$ cat src/rtl/moesi_l1_pkg.sv
package moesi_l1_pkg;

  localparam int ST_W  = 4;
  localparam int EV_W  = 5;
  localparam int MSG_W = 12;

  typedef enum logic [ST_W-1:0] {
    ST_INV    = 4'd0,
    ST_SHD    = 4'd1,
    ST_OWN    = 4'd2,
    ST_EXC    = 4'd3,
    ST_EXC_LK = 4'd4,
    ST_DRT    = 4'd5,
    ST_DRT_LK = 4'd6,
    ST_I2X    = 4'd7,
    ST_S2X    = 4'd8,
    ST_O2X    = 4'd9,
    ST_I2S    = 4'd10,
    ST_S2I    = 4'd11,
    ST_O2I    = 4'd12,
    ST_X2I    = 4'd13,
    ST_Z2I    = 4'd14
  } line_st_e;

  typedef enum logic [EV_W-1:0] {
    EV_LOAD     = 5'd0,
    EV_IFETCH   = 5'd1,
    EV_STORE    = 5'd2,
    EV_REPL     = 5'd3,
    EV_OWN_GETX = 5'd4,
    EV_FWD_GETX = 5'd5,
    EV_FWD_GETS = 5'd6,
    EV_FWD_DMA  = 5'd7,
    EV_INV      = 5'd8,
    EV_ACK      = 5'd9,
    EV_DATA     = 5'd10,
    EV_DATA_X   = 5'd11,
    EV_WB_ACK   = 5'd12,
    EV_WB_ACK_D = 5'd13,
    EV_WB_NACK  = 5'd14,
    EV_ALL_ACKS = 5'd15,
    EV_USE_TO   = 5'd16
  } line_ev_e;

  localparam logic [MSG_W-1:0] M_NONE    = '0;
  localparam logic [MSG_W-1:0] M_GETS    = MSG_W'(1) << 0;
  localparam logic [MSG_W-1:0] M_GETX    = MSG_W'(1) << 1;
  localparam logic [MSG_W-1:0] M_PUTX    = MSG_W'(1) << 2;
  localparam logic [MSG_W-1:0] M_PUTO    = MSG_W'(1) << 3;
  localparam logic [MSG_W-1:0] M_PUTS    = MSG_W'(1) << 4;
  localparam logic [MSG_W-1:0] M_DATA    = MSG_W'(1) << 5;
  localparam logic [MSG_W-1:0] M_DATA_X  = MSG_W'(1) << 6;
  localparam logic [MSG_W-1:0] M_INV_ACK = MSG_W'(1) << 7;
  localparam logic [MSG_W-1:0] M_UNBLK   = MSG_W'(1) << 8;
  localparam logic [MSG_W-1:0] M_UNBLK_X = MSG_W'(1) << 9;
  localparam logic [MSG_W-1:0] M_DMA     = MSG_W'(1) << 10;
  localparam logic [MSG_W-1:0] M_WB_DATA = MSG_W'(1) << 11;

  typedef struct packed {
    logic             legal;
    line_st_e         nxt;
    logic [MSG_W-1:0] msg;
    logic             pop;
    logic             rec;
    logic             tmr;
  } line_act_t;

  function automatic line_act_t act_go(line_st_e n, logic [MSG_W-1:0] m);
    line_act_t a;
    a       = '0;
    a.legal = 1'b1;
    a.nxt   = n;
    a.msg   = m;
    a.pop   = 1'b1;
    return a;
  endfunction

  function automatic line_act_t act_rec(line_st_e s);
    line_act_t a;
    a       = '0;
    a.legal = 1'b1;
    a.nxt   = s;
    a.rec   = 1'b1;
    return a;
  endfunction

  function automatic line_act_t act_bad(line_st_e s);
    line_act_t a;
    a     = '0;
    a.nxt = s;
    return a;
  endfunction

endpackage

$ cat src/rtl/moesi_l1_proc_tbl.sv
module moesi_l1_proc_tbl
  import moesi_l1_pkg::*;
(
  input  line_st_e         st_i,
  input  logic [EV_W-1:0]  ev_i,
  output line_act_t        act_o
);

  logic is_rd;

  always_comb begin
    is_rd = (ev_i == EV_LOAD) || (ev_i == EV_IFETCH);
    act_o = act_bad(st_i);
    case (st_i)
      ST_INV: begin
        if (is_rd)                act_o = act_go(ST_I2S, M_GETS);
        else if (ev_i == EV_STORE) act_o = act_go(ST_I2X, M_GETX);
        else if (ev_i == EV_REPL)  act_o = act_go(ST_INV, M_NONE);
      end
      ST_SHD: begin
        if (is_rd)                act_o = act_go(ST_SHD, M_NONE);
        else if (ev_i == EV_STORE) act_o = act_go(ST_S2X, M_GETX);
        else if (ev_i == EV_REPL)  act_o = act_go(ST_S2I, M_PUTS);
      end
      ST_OWN: begin
        if (is_rd)                act_o = act_go(ST_OWN, M_NONE);
        else if (ev_i == EV_STORE) act_o = act_go(ST_O2X, M_GETX);
        else if (ev_i == EV_REPL)  act_o = act_go(ST_O2I, M_PUTO);
      end
      ST_EXC, ST_DRT: begin
        if (is_rd)                act_o = act_go(st_i, M_NONE);
        else if (ev_i == EV_STORE) act_o = act_go(ST_DRT, M_NONE);
        else if (ev_i == EV_REPL)  act_o = act_go(ST_X2I, M_PUTX);
      end
      ST_EXC_LK, ST_DRT_LK: begin
        // lockout: reads and writes proceed, eviction waits
        if (is_rd)                act_o = act_go(st_i, M_NONE);
        else if (ev_i == EV_STORE) act_o = act_go(ST_DRT_LK, M_NONE);
        else if (ev_i == EV_REPL)  act_o = act_rec(st_i);
      end
      ST_S2X, ST_O2X: begin
        if (is_rd)                act_o = act_go(st_i, M_NONE);
        else if (ev_i == EV_STORE || ev_i == EV_REPL) act_o = act_rec(st_i);
      end
      ST_I2X, ST_I2S, ST_S2I, ST_O2I, ST_X2I, ST_Z2I: begin
        if (is_rd || ev_i == EV_STORE || ev_i == EV_REPL) act_o = act_rec(st_i);
      end
      default: act_o = act_bad(st_i);
    endcase
  end

endmodule

$ cat src/rtl/moesi_l1_req_tbl.sv
module moesi_l1_req_tbl
  import moesi_l1_pkg::*;
(
  input  line_st_e         st_i,
  input  logic [EV_W-1:0]  ev_i,
  output line_act_t        act_o
);

  logic fwd;

  always_comb begin
    fwd   = (ev_i >= EV_OWN_GETX) && (ev_i <= EV_INV);
    act_o = act_bad(st_i);
    if ((st_i == ST_EXC_LK || st_i == ST_DRT_LK) && fwd) begin
      act_o = act_rec(st_i);
    end else begin
      case (st_i)
        ST_INV, ST_SHD: begin
          if (ev_i == EV_INV) act_o = act_go(ST_INV, M_INV_ACK);
        end
        ST_OWN, ST_EXC: begin
          case (ev_i)
            EV_FWD_GETS: act_o = act_go(ST_OWN, M_DATA);
            EV_FWD_GETX: act_o = act_go(ST_INV, M_DATA_X);
            EV_FWD_DMA:  act_o = act_go(st_i, M_DMA);
            default:     act_o = act_bad(st_i);
          endcase
        end
        ST_DRT: begin
          case (ev_i)
            EV_FWD_GETS: act_o = act_go(ST_INV, M_DATA_X);
            EV_FWD_GETX: act_o = act_go(ST_INV, M_DATA_X);
            EV_FWD_DMA:  act_o = act_go(ST_DRT, M_DMA);
            default:     act_o = act_bad(st_i);
          endcase
        end
        ST_I2X, ST_S2X: begin
          if (ev_i == EV_INV) act_o = act_go(ST_I2X, M_INV_ACK);
        end
        ST_I2S: begin
          if (ev_i == EV_INV) act_o = act_go(ST_I2S, M_INV_ACK);
        end
        ST_O2X: begin
          case (ev_i)
            EV_OWN_GETX: act_o = act_go(ST_O2X, M_NONE);
            EV_FWD_GETS: act_o = act_go(ST_O2X, M_DATA);
            EV_FWD_GETX: act_o = act_go(ST_I2X, M_DATA_X);
            EV_FWD_DMA:  act_o = act_go(ST_O2X, M_DMA);
            default:     act_o = act_bad(st_i);
          endcase
        end
        ST_S2I: begin
          case (ev_i)
            EV_INV:      act_o = act_go(ST_Z2I, M_INV_ACK);
            EV_WB_ACK:   act_o = act_go(ST_INV, M_NONE);
            EV_WB_ACK_D: act_o = act_go(ST_INV, M_WB_DATA);
            default:     act_o = act_bad(st_i);
          endcase
        end
        ST_O2I, ST_X2I: begin
          case (ev_i)
            EV_FWD_GETS: act_o = act_go(ST_O2I, M_DATA);
            EV_FWD_GETX: act_o = act_go(ST_Z2I, M_DATA_X);
            EV_FWD_DMA:  act_o = act_go(st_i, M_DMA);
            EV_WB_ACK:   act_o = act_go(ST_INV, M_NONE);
            EV_WB_ACK_D: act_o = act_go(ST_INV, M_WB_DATA);
            EV_WB_NACK:  act_o = act_go(ST_O2I, M_NONE);
            default:     act_o = act_bad(st_i);
          endcase
        end
        ST_Z2I: begin
          case (ev_i)
            EV_INV:     act_o = act_go(ST_Z2I, M_INV_ACK);
            EV_WB_ACK:  act_o = act_go(ST_INV, M_NONE);
            EV_WB_NACK: act_o = act_go(ST_INV, M_NONE);
            default:    act_o = act_bad(st_i);
          endcase
        end
        default: act_o = act_bad(st_i);
      endcase
    end
  end

endmodule

$ cat src/rtl/moesi_l1_rsp_tbl.sv
module moesi_l1_rsp_tbl
  import moesi_l1_pkg::*;
(
  input  line_st_e         st_i,
  input  logic [EV_W-1:0]  ev_i,
  output line_act_t        act_o
);

  always_comb begin
    act_o = act_bad(st_i);
    case (st_i)
      ST_I2X, ST_S2X: begin
        case (ev_i)
          EV_ACK:            act_o = act_go(st_i, M_NONE);
          EV_DATA, EV_DATA_X: act_o = act_go(ST_O2X, M_NONE);
          default:           act_o = act_bad(st_i);
        endcase
      end
      ST_O2X: begin
        case (ev_i)
          EV_ACK:      act_o = act_go(ST_O2X, M_NONE);
          EV_ALL_ACKS: begin
            act_o     = act_go(ST_DRT_LK, M_UNBLK_X);
            act_o.tmr = 1'b1;
          end
          default:     act_o = act_bad(st_i);
        endcase
      end
      ST_I2S: begin
        case (ev_i)
          EV_DATA:   act_o = act_go(ST_SHD, M_UNBLK);
          EV_DATA_X: begin
            act_o     = act_go(ST_EXC_LK, M_UNBLK_X);
            act_o.tmr = 1'b1;
          end
          default:   act_o = act_bad(st_i);
        endcase
      end
      ST_EXC_LK: if (ev_i == EV_USE_TO) act_o = act_go(ST_EXC, M_NONE);
      ST_DRT_LK: if (ev_i == EV_USE_TO) act_o = act_go(ST_DRT, M_NONE);
      default:   act_o = act_bad(st_i);
    endcase
  end

endmodule

$ cat src/rtl/moesi_l1_line_ctrl.sv
module moesi_l1_line_ctrl
  import moesi_l1_pkg::*;
(
  input  logic             clk_i,
  input  logic             rst_ni,
  input  logic             evt_valid_i,
  input  logic [EV_W-1:0]  evt_i,
  output logic [ST_W-1:0]  state_o,
  output logic [MSG_W-1:0] msg_o,
  output logic             pop_o,
  output logic             recycle_o,
  output logic             timer_set_o,
  output logic             err_o
);

  line_st_e  state_q, state_d;
  logic      err_q;
  line_act_t act_proc, act_req, act_rsp, act;
  logic      is_proc, is_req, is_rsp, take;

  moesi_l1_proc_tbl i_proc (.st_i(state_q), .ev_i(evt_i), .act_o(act_proc));
  moesi_l1_req_tbl  i_req  (.st_i(state_q), .ev_i(evt_i), .act_o(act_req));
  moesi_l1_rsp_tbl  i_rsp  (.st_i(state_q), .ev_i(evt_i), .act_o(act_rsp));

  always_comb begin
    is_proc = evt_i <= EV_REPL;
    is_req  = ((evt_i >= EV_OWN_GETX) && (evt_i <= EV_INV)) ||
              ((evt_i >= EV_WB_ACK) && (evt_i <= EV_WB_NACK));
    is_rsp  = ((evt_i >= EV_ACK) && (evt_i <= EV_DATA_X)) ||
              (evt_i == EV_ALL_ACKS) || (evt_i == EV_USE_TO);
    if (is_proc)     act = act_proc;
    else if (is_req) act = act_req;
    else if (is_rsp) act = act_rsp;
    else             act = act_bad(state_q);
    take    = evt_valid_i && act.legal;
    state_d = take ? act.nxt : state_q;
  end

  always_ff @(posedge clk_i or negedge rst_ni) begin
    if (!rst_ni) begin
      state_q <= ST_INV;
      err_q   <= 1'b0;
    end else begin
      state_q <= state_d;
      err_q   <= err_q | (evt_valid_i & ~act.legal);
    end
  end

  assign state_o     = state_q;
  assign err_o       = err_q;
  assign msg_o       = take ? act.msg : M_NONE;
  assign pop_o       = take & act.pop;
  assign recycle_o   = take & act.rec;
  assign timer_set_o = take & act.tmr;

  AST_ONE_MSG: assert property (@(posedge clk_i) disable iff (!rst_ni)
    $onehot0(msg_o));
  AST_POP_XOR_REC: assert property (@(posedge clk_i) disable iff (!rst_ni)
    !(pop_o && recycle_o));
  AST_IDLE_QUIET: assert property (@(posedge clk_i) disable iff (!rst_ni)
    !evt_valid_i |-> (msg_o == '0) && !pop_o && !recycle_o && !timer_set_o);
  AST_IDLE_HOLD: assert property (@(posedge clk_i) disable iff (!rst_ni)
    !evt_valid_i |=> $stable(state_o));
  AST_REC_HOLD: assert property (@(posedge clk_i) disable iff (!rst_ni)
    recycle_o |=> $stable(state_o));
  AST_LOCK_ENTRY: assert property (@(posedge clk_i) disable iff (!rst_ni)
    timer_set_o |=> (state_o == ST_EXC_LK) || (state_o == ST_DRT_LK));
  AST_ILLEGAL_HOLD: assert property (@(posedge clk_i) disable iff (!rst_ni)
    (evt_valid_i && !pop_o && !recycle_o) |=> $stable(state_o) && err_o);
  AST_ERR_STICKY: assert property (@(posedge clk_i) disable iff (!rst_ni)
    err_o |=> err_o);

endmodule

$ cat config.mk
export PLATFORM = sky130hd
export DESIGN_NAME = moesi_l1_line_ctrl
export DESIGN_NICKNAME = d
export VERILOG_FILES = /design/src/rtl/moesi_l1_pkg.sv /design/src/rtl/moesi_l1_proc_tbl.sv /design/src/rtl/moesi_l1_req_tbl.sv /design/src/rtl/moesi_l1_rsp_tbl.sv /design/src/rtl/moesi_l1_line_ctrl.sv
export SDC_FILE = /design/constraint.sdc
export NUM_CORES = 1
export LEC_CHECK = 0
export ABC_AREA = 1
export BUFFER_PORTS_ARGS = -buffer_cell sky130_fd_sc_hd__buf_2
export CAP_MARGIN = 20
export CORE_UTILIZATION = 30
export CTS_BUF_LIST = sky130_fd_sc_hd__clkbuf_2
export DETAILED_ROUTE_END_ITERATION = 10
export HOLD_SLACK_MARGIN = 0.12
export RECOVER_POWER = 25
export SLEW_MARGIN = 20
export SYNTH_ARGS = -nofsm -noshare
export SYNTH_HDL_FRONTEND = slang
export SYNTH_SLANG_ARGS = --single-unit
$ cat constraint.sdc
create_clock -name clk_i -period 2 [get_ports clk_i]
set_input_delay 0.1 -clock clk_i [delete_from_list [all_inputs] [get_ports clk_i]]
set_output_delay 0.1 -clock clk_i [all_outputs]
set_load 0.005 [all_outputs]
Word level (Yosys, flattened, before mapping)

Index checks and enable logic that the tools add are counted.

Bits in registers: 5
Output and inout bits: 20
Word-level logic and storage cells: 143

Order comparisons: 7
Equality and inequality tests: 59
Muxes and demuxes: 40
Bitwise logic cells: 6
Reductions and logical operators: 29

Operators with widths:

| operator                                                          | number |
|---|---|
| 2-to-1 mux 20 bit                                                 | 27 |
| case mux 20 bit (2 select lines)                                  | 5 |
| case mux 20 bit (9 select lines)                                  | 1 |
| case mux 20 bit (7 select lines)                                  | 1 |
| case mux 20 bit (3 select lines)                                  | 2 |
| case mux 20 bit (6 select lines)                                  | 1 |
| case mux 20 bit (5 select lines)                                  | 1 |
| case mux 20 bit (4 select lines)                                  | 1 |
| == test 5 x 4 -> 1 bit, second input constant                     | 8 |
| AND reduction 32 bit                                              | 1 |
| == test 4 bit, second input constant                              | 7 |
| == test 5 x 3 -> 1 bit, second input constant                     | 4 |
| inequality test 4 bit, second input constant                      | 5 |
| OR reduction 2 bit                                                | 10 |
| == test 4 x 3 -> 1 bit, second input constant                     | 4 |
| inequality test 4 x 3 -> 1 bit, second input constant             | 4 |
| less-or-equal comparator 5 x 4 -> 1 bit, second input constant    | 3 |
| inequality test 5 x 2 -> 1 bit, second input constant             | 3 |
| inequality test 5 x 4 -> 1 bit, second input constant             | 3 |
| 2-to-1 mux 12 bit                                                 | 1 |
| inequality test 11 x 2 -> 1 bit, second input constant            | 1 |
| == test 5 x 2 -> 1 bit, second input constant                     | 2 |
| greater-or-equal comparator 5 x 4 -> 1 bit, second input constant | 2 |
| inequality test 5 x 3 -> 1 bit, second input constant             | 2 |
| 24 further kinds                                                  | 42 |

Depth between registers and ports, before layout

Gate-level depths: netlist (run 1).

Word-level depth: 10
Gate-level depth with buffers: 14
Mapped depth without buffers: 14

Hierarchy

From an unflattened synthesis (run 1), not the netlist that was laid out.

Cell total of the unflattened synthesis: 497
Area total of the unflattened synthesis: 2,442.3 um2

By module, submodules not included:

| module             | times used | cells each | area an instance (um2) |
|---|---|---|---|
| moesi_l1_line_ctrl | 1          | 146        | 758.2 |
| moesi_l1_req_tbl   | 1          | 140        | 669.4 |
| moesi_l1_proc_tbl  | 1          | 113        | 533.0 |
| moesi_l1_rsp_tbl   | 1          | 98         | 481.7 |

Least setup slack after synthesis (run 1)

No wires, ideal clock.

Path kind: register to output
Start: register state_q[1] (netlist: state_o[1])
End: output port msg_o[9]
Arrival: 1.751 ns
Setup slack: 0.149 ns
Cell stages (with the launch flop): 14
Buffers on the path: 2
Path through: dfrtp_1 buf_4 inv_2 nand2_1 nor2_2 nand3_2 nand2_1 nor2_1 nand3_1 nand2_1 nand2_4 nand2_4 nor2_1 buf_4

Longest elaborated chain between the ends: 8

RTL lines:

| element                                                        | line                                             | text |
|---|---|---|
| from (decl)                                                    | moesi_l1_line_ctrl.sv:16                         | `line_st_e state_q, state_d;` |
| from (signal assigned)                                         | moesi_l1_line_ctrl.sv:44                         | `state_q <= state_d;` |
| == test 4 bit, or another cell as far along                    | moesi_l1_proc_tbl.sv:14, moesi_l1_req_tbl.sv:17  |  |
| OR reduction 2 bit, or another cell as far along               | moesi_l1_req_tbl.sv:17                           | `case (st_i)` |
| case mux 20 bit (9 select lines), or another cell as far along | moesi_l1_req_tbl.sv:17                           |  |
| 2-to-1 mux 20 bit (on tied branches)                           | moesi_l1_req_tbl.sv:14, moesi_l1_line_ctrl.sv:33 |  |
| 2-to-1 mux 20 bit                                              | moesi_l1_line_ctrl.sv:32                         | `else if (is_req) act = act_req;` |
| 2-to-1 mux 20 bit (*)                                          | moesi_l1_line_ctrl.sv:31                         | `if (is_proc) act = act_proc;` |
| logical AND 1 bit                                              | moesi_l1_line_ctrl.sv:35                         | `take = evt_valid_i && act.legal;` |
| 2-to-1 mux 12 bit (*)                                          | moesi_l1_line_ctrl.sv:51                         | `assign msg_o = take ? act.msg : M_NONE;` |
| to (decl)                                                      | moesi_l1_line_ctrl.sv:9                          | `output logic [MSG_W-1:0] msg_o,` |

Every way passes the cells marked *; elsewhere a longest branch is shown, timed or not. The select of a mux whose other input is x is not followed.

Final worst setup path (run 1)

Start: register state_q[1] (netlist: state_o[1])
End: output port msg_o[10]

Same word-level chain as after synthesis.

==> metrics.cfg, run 1 <==
[route]
num_vias = 1875
detail-route-antenna-nets = 0
m1WireLength_um = 2210
wl_met3_um = 289
drt_pre_antenna_iters = 4
dr.max_layer_used = met4
drt-total-wl_um = 4860
via_per_inst = 5.14
drcViolationCount = 0
dr_wl_met2_um = 2260
detail_route.wl_per_cell_um = 13.3
drtIter0Drc = 116

[synthesis]
syn_area_um2 = 1290
yosysWarningCount = 0
synth_edf_count = 0
synth.distinct_cells = 27
synth.avg_cell_area_um2 = 4.91
ys_seq_area_share_pct = 9.72
ys_ff_latch = 5
synthFlopType = dfrtp_1
synthArstFlopShare_pct = 100
synth.net_count = 270
syn_inst = 262

[cts]
cts-buffers-inserted = 3
cts_root_buffer = clkbuf_2
cts.sinks = 5
clockBufferDepth = 2
htree_levels = 1
clk_latency_ns = 0.21
path_clk_slew_ns = 0.05
tritoncts = built

[floorplan]
initial_utilization_pct = 31.7
coreArea_um2 = 4060
die_area_um2 = 4560
rows = 23
die_w_um = 67.5
die_h_um = 67.5
ios = 28

[min_path]
hold_depth = 3
min_path_type = primary input to flop

[timing]
slew_headroom_pct = 76.6
worst_slack_ns = 0.00860
setup-violations-final = 0
hold_ws_ns = 0.264
worstMarginPinSlew_ns = 0.349
finalHoldViolCount = 0
slew_violations = 0
period_minus_slack_ns = 1.99
grt_setup_unrepaired = yes
fin_skew_ns = 0.00736
setup_total_negative_slack_ns = 0
max_freq_mhz = 502
min_period_over_period_pct = 99.6

[power_and_ir_drop]
ir_drop_mv = 0.323
total_power_uw = 446
power.density_nw_per_um2 = 244
leakage_nw = 1.04

[run_status]
status = complete, no violations

[finish]
num_antenna_cells = 0
nets = 324
layout-drive-gt1-share_pct = 35.9
area_delta_synth_final_pct = 41.8
nFillCells = 462
stdcell_count = 365

[global_routing]
grt_max_degree = 10
grtUsageTotal_pct = 21.8
grt_pass1_wl_um = 7500
grt_pass1_vias = 1633
overflow = 0
antenna_found_initial = 0

[worst_setup_path]
reg2reg_setup_slack_ns = 0.09
cp.required_ns = 1.90
crit_fanout = 9
critical_path_class = flop to output pin
arrival_ns = 1.89
cp-start-kind = flop
cp-end-kind = output pin
reg2reg_depth = 11

[placement]
routabilityCongestion = 1.00
dpl.hpwl_um = 3950
place_ws_ns = 0.0221
io_buffer_count = 27
placed_cells = 345

[run]
maxCapViolCount = 0

cells in the mapped netlist, types with 2 or more instances:
cell type  number  area share (%)
nand2_4         2             1.7
nand2_1        93              27
inv_1          19             5.5
nor3_1          9             3.5
nand2_2         2            0.97
nand3_2         3             2.3
o21ai_1         2            0.78
nor2_2          8             3.9
buf_4           2             1.2
a21oi_1         7             2.7
and3_1          2            0.97
o21ai_0         6             2.3
dfrtp_1         5             9.7
nand3_1        23             8.9
inv_2          10             2.9
nand4_1         6             2.9
nor2_1         50              15
nor3_2          4             3.1
report_power, final:
group          total [mW]  leakage (nW)  switching, mW  internal [mW]
logic               0.232         0.968          0.149         0.0834
registers           0.122        0.0576         0.0156          0.106
clock network      0.0919        0.0166         0.0389         0.0529
total               0.446          1.04          0.203          0.243
cell usage in the layout, fill, tap and decap left out, drive strengths merged:
cell,count
inv,29
buf,51
nor2,58
nand2,97
dfrtp,5
nor3,13
and2,1
a21oi,8
and3,2
o21bai,1
nand4,6
o21a,1
o31ai,1
dlygate4sd3,1
a31oi,1
o21ai,8
nand3,26
a31o,1
clkbuf,5
cell type report:
type                            count  area [um2]  share of cell area [%]
Clock buffer                        4        20.0                    1.10
Inverter                           29         111                    6.10
Multi-Input combinational cell    224        1170                    64.1
Sequential cell                     5         130                    7.13
Tap cell                           50        62.6                    3.43
Timing Repair Buffer               53         332                    18.2
worst paths after layout:
| check | endpoint | from |
|---|---|---|
| setup / recovery | msg_o[10] | state_o[1] |
| hold / removal | state_o[1] | evt_valid_i |
| setup reg to reg | state_o[1] | state_o[3] |
| hold reg to reg | err_o | err_o |
| max in group asynchronous | state_o[3] | rst_ni |
| min in group asynchronous | err_o | rst_ni |
layer usage:
metal  vias to the layer above  global-route usage [%]
li1                        947                       -
met1                       845                    29.5
met2                        75                    35.6
met3                         8                    1.18
met4                         0                    8.51
met5                         -                       0
sequential cells by signal, summed over array words and instances (netlist names):
register	cells
err_o	1
state_o	4
worst max-delay path, cell delays in order (launching register included):
cell,delay (ns)
dfrtp_2,0.49
buf_4,0.19
nand2_2,0.10
nand2_1,0.08
nand2_1,0.07
nand3_1,0.06
nor2_1,0.13
nand3_1,0.10
nand2_2,0.10
nand2_4,0.07
nand2_8,0.10
nor2_1,0.05
buf_2,0.13
through the flow:
step	utilization, %	instance area [um2]
finish	45.0	1830
global route	45.0	1830
CTS	43.0	1750
detailed placement	37.9	1540
global placement	37.9	1540
floorplan	-	1290
repair_timing:
action	in CTS	in global routing
gates cloned	0	0
hold endpoints to repair	5	0
gates resized for setup	26	17
pin swaps	6	8
setup buffers	12	3
setup endpoints to repair	10	15
hold buffers	1	0
cell families after synthesis:
kind of cell	Yosys count	synth area share (%)
flops	5	9.72
buf+inv	33	10.3
simple gates	203	70.6
compound gates	21	9.43
(Power assumes the default switching activity.)
==> run 2, diff against run 1 <==
- CORE_UTILIZATION: 30 -> 45
- PLACE_DENSITY: default -> 0.68
==> run 2 against run 1 <==
The flow now finishes with violations (setup timing). Final cell count fell by 4.9%. Sequential power about the same. Largest power group unchanged. Final area shrank 0.14%. Clock-buffer cell count stayed put. Global-route usage grew 8.9 points. Clock skew grew 0.0015 ns. Highest routed layer unchanged. Largest cell class unchanged. Register-to-register slack worse by 0.09 ns. Routed wire length is 2.7% higher. Maximum frequency fell by 6.2%.
==> metrics.cfg, run 2 (same netlist as run 1, synthesis figures left out) <==
[global_routing]
grt_pass1_vias = 1689  ; was 1633
antenna_found_initial = 0  ; unchanged
grt_max_degree = 10  ; unchanged
grtUsageTotal_pct = 30.7  ; was 21.8%
overflow = 0  ; unchanged
grt_pass1_wl_um = 7520  ; was 7500 um

[power_and_ir_drop]
leakage_nw = 1.06  ; was 1.04 nW
power.internal_uw = 244  ; was 243 uW
power.density_nw_per_um2 = 251  ; was 244 nW/um2
comb_power_share_pct = 52.8  ; was 52.0%
total_power_uw = 457  ; was 446 uW
switching_share_pct = 46.7  ; was 45.6%
ir_drop_mv = 0.367  ; was 0.323 mV
switching_power_uw = 213  ; was 203 uW
pwr-share-clk_pct = 21.1  ; was 20.6%
seq_power_share_pct = 26.0  ; was 27.3%

[worst_setup_path]
slowest_delay_ns = 0.50  ; was 0.49 ns
cp_slowest_cell = dfrtp_2  ; unchanged
rr_startpoint = state_o[3]  ; unchanged
cp_top_family = simple AND/OR/NAND/NOR gates  ; unchanged
critical_path_class = flop to output pin  ; unchanged
cp-end-kind = output pin  ; unchanged
crit_fanout = 6  ; was 9
reg2reg_depth = 14  ; was 11
reg2reg_setup_slack_ns = 0  ; was 0.09 ns
r2r_end = state_o[3]  ; was state_o[1]
arrival_ns = 2.02  ; was 1.89 ns
cp.required_ns = 1.90  ; about the same
cp-start-kind = flop  ; unchanged
cp_cell_sequence = buf_6, nand2_1, buf_6, nor2_4, nand2_1, nand2_1, nor2_1, nand3_1, nand2_2, nand2_4, nand2_8, nor3_4, buf_2  ; was buf_4, nand2_2, nand2_1, nand2_1, nand3_1, nor2_1, nand3_1, nand2_2, nand2_4, nand2_8, nor2_1, buf_2
cp_common_cell = nand2_1
crit_buf_inv = 3  ; was 2

[placement]
dpl.hpwl_um = 3590  ; was 3950 um
routabilityCongestion = 1.00  ; about the same
io_buffer_count = 27  ; unchanged

[cts]
path_clk_slew_ns = 0.07  ; was 0.05 ns
clockBufferDepth = 2  ; unchanged
htree_levels = 1  ; unchanged
cts-buffers-inserted = 3  ; unchanged
cts_root_buffer = clkbuf_2  ; unchanged
clk_latency_ns = 0.22  ; was 0.21 ns
cts.sinks = 5  ; unchanged
tritoncts = built  ; unchanged

[timing]
min_period_over_period_pct = 106  ; was 99.6%
setup-violations-final = 12  ; was 0
fin_skew_ns = 0.00887  ; was 0.00736 ns
worstMarginPinSlew_ns = 0.364  ; was 0.349 ns
finalHoldViolCount = 0  ; unchanged
grt_setup_unrepaired = yes  ; unchanged
period_minus_slack_ns = 2.12  ; was 1.99 ns
slew_headroom_pct = 75.6  ; was 76.6%
hold_ws_ns = 0.257  ; was 0.264 ns
slew_violations = 0  ; unchanged
worst_slack_ns = -0.124  ; was 0.00860 ns
max_freq_mhz = 471  ; was 502 MHz

[min_path]
min_path_type = primary input to asynchronous set/reset pin  ; was primary input to flop

[floorplan]
ios = 28  ; unchanged
die_area_um2 = 3080  ; was 4560 um2
die_w_um = 55.5  ; was 67.5 um
die_h_um = 55.5  ; was 67.5 um
coreArea_um2 = 2730  ; was 4060 um2
initial_utilization_pct = 47.1  ; was 31.7%
rows = 19  ; was 23

[run_status]
violations = setup timing
status = finished, violations left  ; was complete, no violations

[route]
num_vias = 1979  ; was 1875
drtIter0Drc = 150  ; was 116
drt-total-wl_um = 4990  ; was 4860 um
drcViolationCount = 0  ; unchanged
via_per_inst = 5.70  ; was 5.14
drt_pre_antenna_iters = 5  ; was 4
detail-route-antenna-nets = 0  ; unchanged
detail_route.wl_per_cell_um = 14.4  ; was 13.3 um

[finish]
layout-drive-gt1-share_pct = 36.4  ; was 35.9%
area_delta_synth_final_pct = 41.6  ; was 41.8%
final_util_pct = 66.7  ; was 45.0%
final_common_cell = nand2_1  ; unchanged
largest_reg_flops = 4  ; unchanged
nets = 325  ; was 324
final_cell_mix = nand2_1 (80), nor2_1 (41), buf_2 (26), buf_4 (23), nand3_1 (20)  ; was nand2_1 (81), nor2_1 (43), buf_2 (26), buf_4 (25), nand3_1 (22)
num_antenna_cells = 0  ; unchanged

[run]
maxCapViolCount = 0  ; unchanged

## run 2: changes by cell type in the layout (fill, tap and decap cells not counted), sizes merged
cell,previous run,this run
nand2,97,98
## run 2: timing repair
item,in CTS,in global routing
buffers inserted,6,10
endpoints found under the setup margin,10,15
cloned,0,1
hold buffers,1,0
pin swaps,4,11
gates resized for setup,18,27
hold endpoints to repair,5,0
## run 2: worst reg2reg max path, delay by kind of cell, from the launching register on
family	cells	cell delay, ns
buffers and inverters	3	0.45
AND/OR/NAND/NOR	11	0.95
flip-flops	1	0.50
## run 2: final cells by class
class                   count  area, um2
multi-input cells         225       1180
fillers                   233        911
flip-flops and latches      5        130
inverters                  29        111
clock buffers               4       20.0
repair buffers             53        339
well taps                  31       38.8
## run 2: through the flow
| step | cells | area [um2] | setup slack [ns] | setup TNS, ns |
|---|---|---|---|---|
| 3_3_place_gp | 325 | 1510 | 0.0179 | 0 |
| 5_1_grt | 347 | 1820 | -0.198 | -2.54 |
| 6_report | 347 | 1820 | -0.124 | -1.14 |
| 4_1_cts | 336 | 1640 | 0.00525 | 0 |
| 2_1_floorplan | 262 | 1290 | 0.149 | 0 |
| 3_5_place_dp | 325 | 1510 | 0.0361 | 0 |
## run 2: routing by layer
metal | part of all wire (%) | track usage (%) | wire (um) | vias up
met1 | 39 | 40.8 | 1960 | 874
met5 | 0 | 0 | 0 | -
met3 | 9.5 | 2.34 | 476 | 28
li1 | - | - | - | 949
met2 | 46 | 48.7 | 2280 | 128
met4 | 5.4 | 17.5 | 271 | 0
## run 2: how the worst max path moves through the flow
stage / depth (start not counted) / startpoint / slack, ns / endpoint
after floorplan: 13 / state_o[1] / 0.15 / msg_o[9]
after global placement: 12 / state_o[2] / 0.02 / timer_set_o
after detailed placement: 12 / state_o[2] / 0.04 / msg_o[8]
after CTS: 13 / state_o[3] / 0.005 / msg_o[8]
after global routing: 13 / state_o[3] / -0.20 / msg_o[8]
final: 13 / state_o[3] / -0.12 / msg_o[8]
## run 2: power groups by stage
stage / Sequential (mW) / Clock, mW / Combinational (mW)
3_3_place_gp: 0.116 / 0 / 0.187
4_1_cts: 0.116 / 0.0952 / 0.207
5_1_grt: 0.120 / 0.107 / 0.263
3_5_place_dp: 0.116 / 0 / 0.186
6_report: 0.119 / 0.0967 / 0.242
2_1_floorplan: 0.113 / 0 / 0.128
